### src/rtl/mmt_pkg.sv
package mmt_pkg;
  localparam int ADDR_W = 3;
  localparam int BYTE_W = 8;

  localparam logic [ADDR_W-1:0] OFS_STAT = 3'd0;
  localparam logic [ADDR_W-1:0] OFS_CNT0 = 3'd1;
  localparam logic [ADDR_W-1:0] OFS_CNT1 = 3'd2;
  localparam logic [ADDR_W-1:0] OFS_CNT2 = 3'd3;
  localparam logic [ADDR_W-1:0] OFS_CTRL = 3'd4;

  localparam int ST_EN   = 0;
  localparam int ST_FLAG = 1;
  localparam int ST_RUN  = 2;
  localparam int ST_PRE  = 3;

  localparam int CT_HOLD = 0;
  localparam int CT_FAST = 1;
endpackage

### src/rtl/mmt_prescaler.sv
module mmt_prescaler #(
  parameter int DIV = 19
) (
  input  logic clk,
  input  logic rst,
  input  logic hold,
  input  logic fast,
  output logic tick
);
  localparam int PW = (DIV > 2) ? $clog2(DIV) : 1;
  localparam logic [PW-1:0] LAST = PW'(DIV - 1);

  logic [PW-1:0] pcnt;

  always_ff @(posedge clk) begin
    if (rst || hold)        pcnt <= '0;
    else if (pcnt == LAST)  pcnt <= '0;
    else                    pcnt <= pcnt + 1'b1;
  end

  assign tick = fast || (pcnt == LAST);


  pcnt_range_chk: assert property (@(posedge clk) disable iff (rst)
    (32'(pcnt) < DIV));

  pcnt_hold_chk: assert property (@(posedge clk) disable iff (rst)
    hold |=> (pcnt == '0));
endmodule

### src/rtl/mmt_counter.sv
module mmt_counter #(
  parameter int CNT_W = 20
) (
  input  logic             clk,
  input  logic             rst,
  input  logic             hold,
  input  logic             run,
  input  logic             tick,
  input  logic             start,
  input  logic             use_pre,
  input  logic [CNT_W-1:0] pre,
  output logic [CNT_W-1:0] cnt,
  output logic             wrap
);
  always_ff @(posedge clk) begin
    if (rst || hold)          cnt <= '0;
    else if (start && use_pre) cnt <= pre;
    else if (run && tick)     cnt <= cnt + 1'b1;
  end

  assign wrap = !hold && run && tick && (cnt == '1);


  cnt_wrap_chk: assert property (@(posedge clk) disable iff (rst)
    (!hold && run && tick && (cnt == '1)) |=> (cnt == '0));

  cnt_idle_chk: assert property (@(posedge clk) disable iff (rst)
    (!hold && !run && !start) |=> $stable(cnt));

  cnt_hold_chk: assert property (@(posedge clk) disable iff (rst)
    hold |=> (cnt == '0));
endmodule

### src/rtl/mmt_timer.sv
module mmt_timer
  import mmt_pkg::*;
#(
  parameter int CNT_W = 20,
  parameter int DIV   = 19
) (
  input  logic              clk,
  input  logic              rst,
  input  logic              wr_en,
  input  logic              rd_en,
  input  logic [ADDR_W-1:0] addr,
  input  logic [BYTE_W-1:0] wdata,
  output logic [BYTE_W-1:0] rdata,
  output logic              irq
);
  localparam int EXT_W  = 3 * BYTE_W;
  localparam int SNAP_W = EXT_W - BYTE_W;

  logic en_q, flag_q, run_q, pre_sel_q, hold_q, fast_q;
  logic en_n, flag_n, run_n, pre_sel_n;
  logic [CNT_W-1:0]  pre_q, pre_n, cnt;
  logic [SNAP_W-1:0] snap_q;
  logic [EXT_W-1:0]  cnt_ext;
  logic [BYTE_W-1:0] rd_mux, rdata_q;
  logic irq_q, tick, wrap, wr_stat, start;

  assign wr_stat = wr_en && (addr == OFS_STAT);
  assign start   = wr_stat && wdata[ST_RUN] && !run_q && !hold_q;
  assign cnt_ext = EXT_W'(cnt);

  mmt_prescaler #(.DIV(DIV)) u_pre (
    .clk(clk), .rst(rst), .hold(hold_q), .fast(fast_q), .tick(tick)
  );

  mmt_counter #(.CNT_W(CNT_W)) u_cnt (
    .clk(clk), .rst(rst), .hold(hold_q), .run(run_q), .tick(tick),
    .start(start), .use_pre(wdata[ST_PRE]), .pre(pre_q),
    .cnt(cnt), .wrap(wrap)
  );

  always_comb begin
    en_n      = wr_stat ? wdata[ST_EN]  : en_q;
    pre_sel_n = wr_stat ? wdata[ST_PRE] : pre_sel_q;
    if (hold_q)       run_n = 1'b0;
    else if (wr_stat) run_n = wdata[ST_RUN];
    else              run_n = run_q;
    if (hold_q)                          flag_n = 1'b0;
    else if (wrap)                       flag_n = 1'b1;
    else if (wr_stat && wdata[ST_FLAG])  flag_n = 1'b0;
    else                                 flag_n = flag_q;
  end

  always_comb begin
    pre_n = pre_q;
    for (int b = 0; b < CNT_W; b++) begin
      if (wr_en && (32'(addr) == 1 + b / BYTE_W))
        pre_n[b] = wdata[b % BYTE_W];
    end
  end

  always_comb begin
    case (addr)
      OFS_STAT: rd_mux = {4'b0, pre_sel_q, run_q, flag_q, en_q};
      OFS_CNT0: rd_mux = cnt_ext[BYTE_W-1:0];
      OFS_CNT1: rd_mux = snap_q[BYTE_W-1:0];
      OFS_CNT2: rd_mux = snap_q[SNAP_W-1:BYTE_W];
      OFS_CTRL: rd_mux = {6'b0, fast_q, hold_q};
      default:  rd_mux = '0;
    endcase
  end

  always_ff @(posedge clk) begin
    if (rst) begin
      en_q <= 1'b0; flag_q <= 1'b0; run_q <= 1'b0; pre_sel_q <= 1'b0;
      hold_q <= 1'b0; fast_q <= 1'b0; pre_q <= '0; snap_q <= '0;
      rdata_q <= '0; irq_q <= 1'b0;
    end else begin
      en_q      <= en_n;
      flag_q    <= flag_n;
      run_q     <= run_n;
      pre_sel_q <= pre_sel_n;
      pre_q     <= pre_n;
      irq_q     <= flag_n && en_n;
      if (wr_en && (addr == OFS_CTRL)) begin
        hold_q <= wdata[CT_HOLD];
        fast_q <= wdata[CT_FAST];
      end
      if (rd_en) begin
        rdata_q <= rd_mux;
        if (addr == OFS_CNT0) snap_q <= cnt_ext[EXT_W-1:BYTE_W];
      end
    end
  end

  assign rdata = rdata_q;
  assign irq   = irq_q;


  flag_keep_chk: assert property (@(posedge clk) disable iff (rst)
    (flag_q && !hold_q && !(wr_stat && wdata[ST_FLAG])) |=> flag_q);

  irq_gate_chk: assert property (@(posedge clk) disable iff (rst)
    irq_q == (flag_q && en_q));

  start_load_chk: assert property (@(posedge clk) disable iff (rst)
    (start && wdata[ST_PRE]) |=> (cnt == $past(pre_q)));

  wrap_flag_chk: assert property (@(posedge clk) disable iff (rst)
    wrap |=> flag_q);

  rdata_keep_chk: assert property (@(posedge clk) disable iff (rst)
    !rd_en |=> $stable(rdata_q));
endmodule

### config.mk
export PLATFORM = sky130hd
export DESIGN_NAME = mmt_timer
export DESIGN_NICKNAME = d
export VERILOG_FILES = /design/src/rtl/mmt_pkg.sv /design/src/rtl/mmt_prescaler.sv /design/src/rtl/mmt_counter.sv /design/src/rtl/mmt_timer.sv
export SDC_FILE = /design/constraint.sdc
export NUM_CORES = 1
export LEC_CHECK = 0
export BUFFER_PORTS_ARGS = -buffer_cell sky130_fd_sc_hd__clkbuf_2
export CAP_MARGIN = 0
export CORE_ASPECT_RATIO = 1.2
export CORE_MARGIN = 1.5
export CORE_UTILIZATION = 64
export CTS_CLUSTER_DIAMETER = 30
export DETAILED_ROUTE_END_ITERATION = 8
export PLACE_DENSITY = 0.84
export SYNTH_ARGS = -nofsm -noshare
export SYNTH_HDL_FRONTEND = slang
export SYNTH_SLANG_ARGS = --single-unit
### constraint.sdc
create_clock -name clk -period 4.51 [get_ports clk]
set_clock_uncertainty 0.2 [all_clocks]
set_input_delay 0.2255 -clock clk [delete_from_list [all_inputs] [get_ports clk]]
set_output_delay 0.2255 -clock clk [all_outputs]
set_load 0.01 [all_outputs]
* Word level (Yosys, flattened, before mapping)
Cells that the tools add are included.
Word-level totals: word-level logic and storage cells 53, bits of input ports 15, flip-flop bits (word level) 72, output and inout port bits 9
Operators by class: multiplexer cells 7, reduce and logical (&&, ||, !) cells 24, $add $sub $neg 2, equality and inequality tests 6
Operators by type and width (number):
- 20-bit 2-to-1 mux | 2
- 8-bit one-hot mux with 5 select lines | 1
- 20-bit by 1-bit adder with 20-bit output (second input constant) | 1
- 20-bit equality test (second input constant) | 1
- 1-bit logical AND | 15
- 3-bit by 2-bit equality test with 1-bit output (second input constant) | 2
- 5-bit by 1-bit adder with 5-bit output (second input constant) | 1
- 5-bit equality test (second input constant) | 1
- 1-bit 2-to-1 mux | 4
- 2-bit OR reduction | 2
- 3-bit by 1-bit equality test with 1-bit output (second input constant) | 1
- 3-bit equality test (second input constant) | 1
- 3-bit zero test | 1
- 1-bit zero test | 2
- 1-bit logical OR | 2
- 2-bit AND reduction | 1
- 2-bit nonzero test | 1

* Logic depth before layout (Yosys ltp)
word-level depth 7, gate-level depth with buffers 8, depth with buffers taken out 6

* Cells and area by module
A second synthesis with hierarchy kept.
Second synthesis, totals: cell total of the unflattened synthesis 372, area, all modules 3395.8 µm²
Modules (own cells, without submodules):
- mmt_timer | seq. area each 940.9 µm², area each 2025.7 µm², cells each 210, instances 1
- mmt_counter | seq. area each 400.4 µm², area each 1156.1 µm², cells each 141, instances 1
- mmt_prescaler | seq. area each 100.1 µm², area each 214.0 µm², cells each 21, instances 1

* Worst setup path after synthesis
Ideal clock, no wire load.
path kind register to register, from register u_cnt.cnt[0], to register u_cnt.cnt[14], cell stages (with the launch flop) 7, setup time 0.074 ns, period minus slack after synthesis 2.080 ns, path buffers 1, setup slack 2.430 ns, arrival time 1.806 ns, required time 4.236 ns, path through dfxtp_1 > ha_1 > nand3_1 > or3b_1 > buf_2 > or4_1 > a31oi_1
On the way: cells in the longest elaborated chain, start to end 3
Ends and longest elaborated chain:
- from (decl) | RTL line mmt_counter.sv:12 | output logic [CNT_W-1:0] cnt,
- from (signal assigned) | RTL line mmt_counter.sv:17 | else if (start && use_pre) cnt <= pre;
- from (signal assigned) | RTL line mmt_counter.sv:18 | else if (run && tick) cnt <= cnt + 1'b1;
- 20-bit by 1-bit adder with 20-bit output | RTL line mmt_counter.sv:18
- 20-bit 2-to-1 mux | RTL line mmt_counter.sv:18
- 20-bit 2-to-1 mux | RTL line mmt_counter.sv:17
No other way between the ends. The select of a mux whose other input is x is not followed. A chain may end at the register's enable or synchronous reset.

* Worst setup path in the final report
Ends and elaborated chain as after synthesis.

==> run metrics <==
top cell type's share of synthesized area 0.437; Area Growth Syn to Fin 10.4%; cell with the most instances after synthesis nand2_1; VDD IR max 0.000265 V; Final Hold Fails 0; normalized max-slew margin 0.337; number of CTS-inserted buffers 9; status finished, final reports clean; Setup-failing EPs final 0; HP Class in -> reg; grt ovf 0; antenna fix cells 0; Setup crit start kind flip-flop; cts hold-fix bufs 7; Mapped Area 3300 um2; CTS tree done; Worst Path Max Fanout 9; Chip Height 81.6 um; fillcell total 376; Port Buffers 23; kind of critical path reg -> reg; hpwl dp 5.36 mm; # clock sinks 72; Final min period 2.34 ns; fin crit share 0.518; setup TNS 0 ns; register bit total from synthesis 72; wire per inst 17.3 um; Worst Tran Pin Value 0.995 ns; CTS H-tree depth 3; clock buffer depth 2; YS warnings 0; register area 1440 um2; final core utilization 0.737; final WL 8.21 mm; Max Slew Vio Count 0; RD Place Congestion 0.882; total core area 4940 um2; via count 3020; clk_lat worst skew 0.35 ns; initial core utilization 0.668; width of the die 68.5 um; io pins 24; final net count 427; root buffer cell clkbuf_8; max cap viols 0; die area 5590 um2; # DRC 0; Main synth FF type dfxtp_1; Highest Clock Rate 0.428 GHz; Cell Pwr Density 341 nW/um2; Non-Filler Cell Area, Final 3640 um2; Vias per Instance 6.37; first-pass GRT wire length 13.2 mm; row cnt 28; Critical Path AT 2.42 ns; RSZ-0062 raised after global routing false; largest net degree at the start of global routing 48; Post-Syn Instances 394; Leak 1.27 nW; footprint of the multi-input gates 1680 um2; post-synth top area cell dfxtp_1; Detail Route Antenna Nets 0; DR iter-0 viols 281; Post-synth EDFFs 0; Async SR Flop Fraction 0; Synth cell types 50; Req. time, crit path 4.59 ns; dpl cell area 3370 um2; mean post-synth cell area 8.37 um2; Total GRT Usage 0.319; sequential area share after synthesis 0.437; share of cells above drive strength 1 0.118; number of global-route vias before repair 2713; DRT Pass-1 Iters 5; CTS resizes 0; initial antenna violation count 0; Synth top cells by count nand2_1, dfxtp_1, a21oi_1, nor2_1, clkbuf_1; synth top area cells dfxtp_1, nand2_1, a21oi_1, mux2i_1, nor2_1; Setup crit end kind flip-flop; Worst-path clk slew 0.07 ns; Post CTS Setup Buffer Count 0; syn_nets 412
[kinds of logic after synthesis]
family | Yosys count | synth area share
multiplexers | 18 | 0.0709
buffers and inverters | 39 | 0.0531
XOR/XNOR | 1 | 0.00266
AND/OR/NAND/NOR | 166 | 0.240
flip-flops | 72 | 0.437
adder cells (fa/ha/maj) | 3 | 0.0114
AO/OA/AOI/OAI | 95 | 0.185
[power by group]
part | internal (mW) | total, mW | switching, mW
logic | 0.0230 | 0.0660 | 0.0430
clock network | 0.283 | 0.527 | 0.244
registers | 0.643 | 0.649 | 0.00596
total | 0.950 | 1.24 | 0.293
[per-stage QoR]
stage          cells  hold slack [ns]  power, mW  worst slack, ns
6_report         474           0.0165       1.24             2.17
5_1_grt          474           0.0188       1.28             1.96
3_3_place_gp     451            0.239      0.723             2.18
3_5_place_dp     451            0.243      0.725             2.13
4_1_cts          474          0.00804       1.25             2.19
2_1_floorplan    394            0.161      0.705             2.43
[routing by layer]
| metal | vias up | part of all wire | GRT usage |
|---|---|---|---|
| li1 | 1436 | - | - |
| met4 | 0 | 0.027 | 0.114 |
| met1 | 1447 | 0.42 | 0.417 |
| met2 | 118 | 0.49 | 0.506 |
| met3 | 19 | 0.065 | 0.0808 |
| met5 | - | 0 | 0 |
[cells in the final DEF (no fill, tap or decap), types with 3 or more instances in the layout]
| cell type | count |
|---|---|
| or4_1 | 10 |
| nand2_1 | 83 |
| o311ai_0 | 5 |
| nand4_1 | 3 |
| dfxtp_1 | 72 |
| nand3_1 | 11 |
| inv_1 | 12 |
| ha_1 | 3 |
| mux4_2 | 4 |
| nand2b_1 | 3 |
| o21ai_0 | 3 |
| o211ai_1 | 4 |
| dlygate4sd3_1 | 7 |
| nor2_1 | 27 |
| o22ai_1 | 5 |
| nor2b_1 | 10 |
| a31oi_1 | 12 |
| clkbuf_8 | 11 |
| clkbuf_2 | 23 |
| mux2i_1 | 11 |
| o311ai_1 | 4 |
| a22o_1 | 3 |
| a21oi_1 | 42 |
| a22oi_1 | 6 |
| and2_1 | 4 |
[path summary, 6_finish.rpt]
| check | depth (start not counted) | from | slack, ns | to |
|---|---|---|---|---|
| max | 5 | u_cnt.cnt[0] | 2.17 | u_cnt.cnt[14] |
| min | 2 | rd_en | 0.02 | rdata[0] |
| max reg2reg | 5 | u_cnt.cnt[0] | 2.17 | u_cnt.cnt[14] |
| min reg2reg | 2 | snap_q[11] | 0.26 | snap_q[11] |
[flip-flops by register name, summed over array words and instances, names as in the netlist]
name	cells
u_cnt.cnt	20
u_pre.pcnt	5
pre_sel_q	1
irq	1
rdata	8
hold_q	1
run_q	1
pre_q	20
snap_q	12
en_q	1
fast_q	1
flag_q	1
[final cells by class]
class / instances / area share
repair buffers: 31 / 0.0529
clock inverters: 5 / 0.0151
clock buffers: 11 / 0.0416
flip-flops and latches: 72 / 0.396
multi-input cells: 283 / 0.462
inverters: 12 / 0.0124
well taps: 60 / 0.0206
[critical path, stage by stage (launching register included)]
cell and delay (ns):
dfxtp_1 0.42, ha_1 0.23, nand3_1 0.20, or3b_1 0.54, or4_1 0.50, a31oi_1 0.17
No activity file was read; power rests on OpenSTA's default activity.
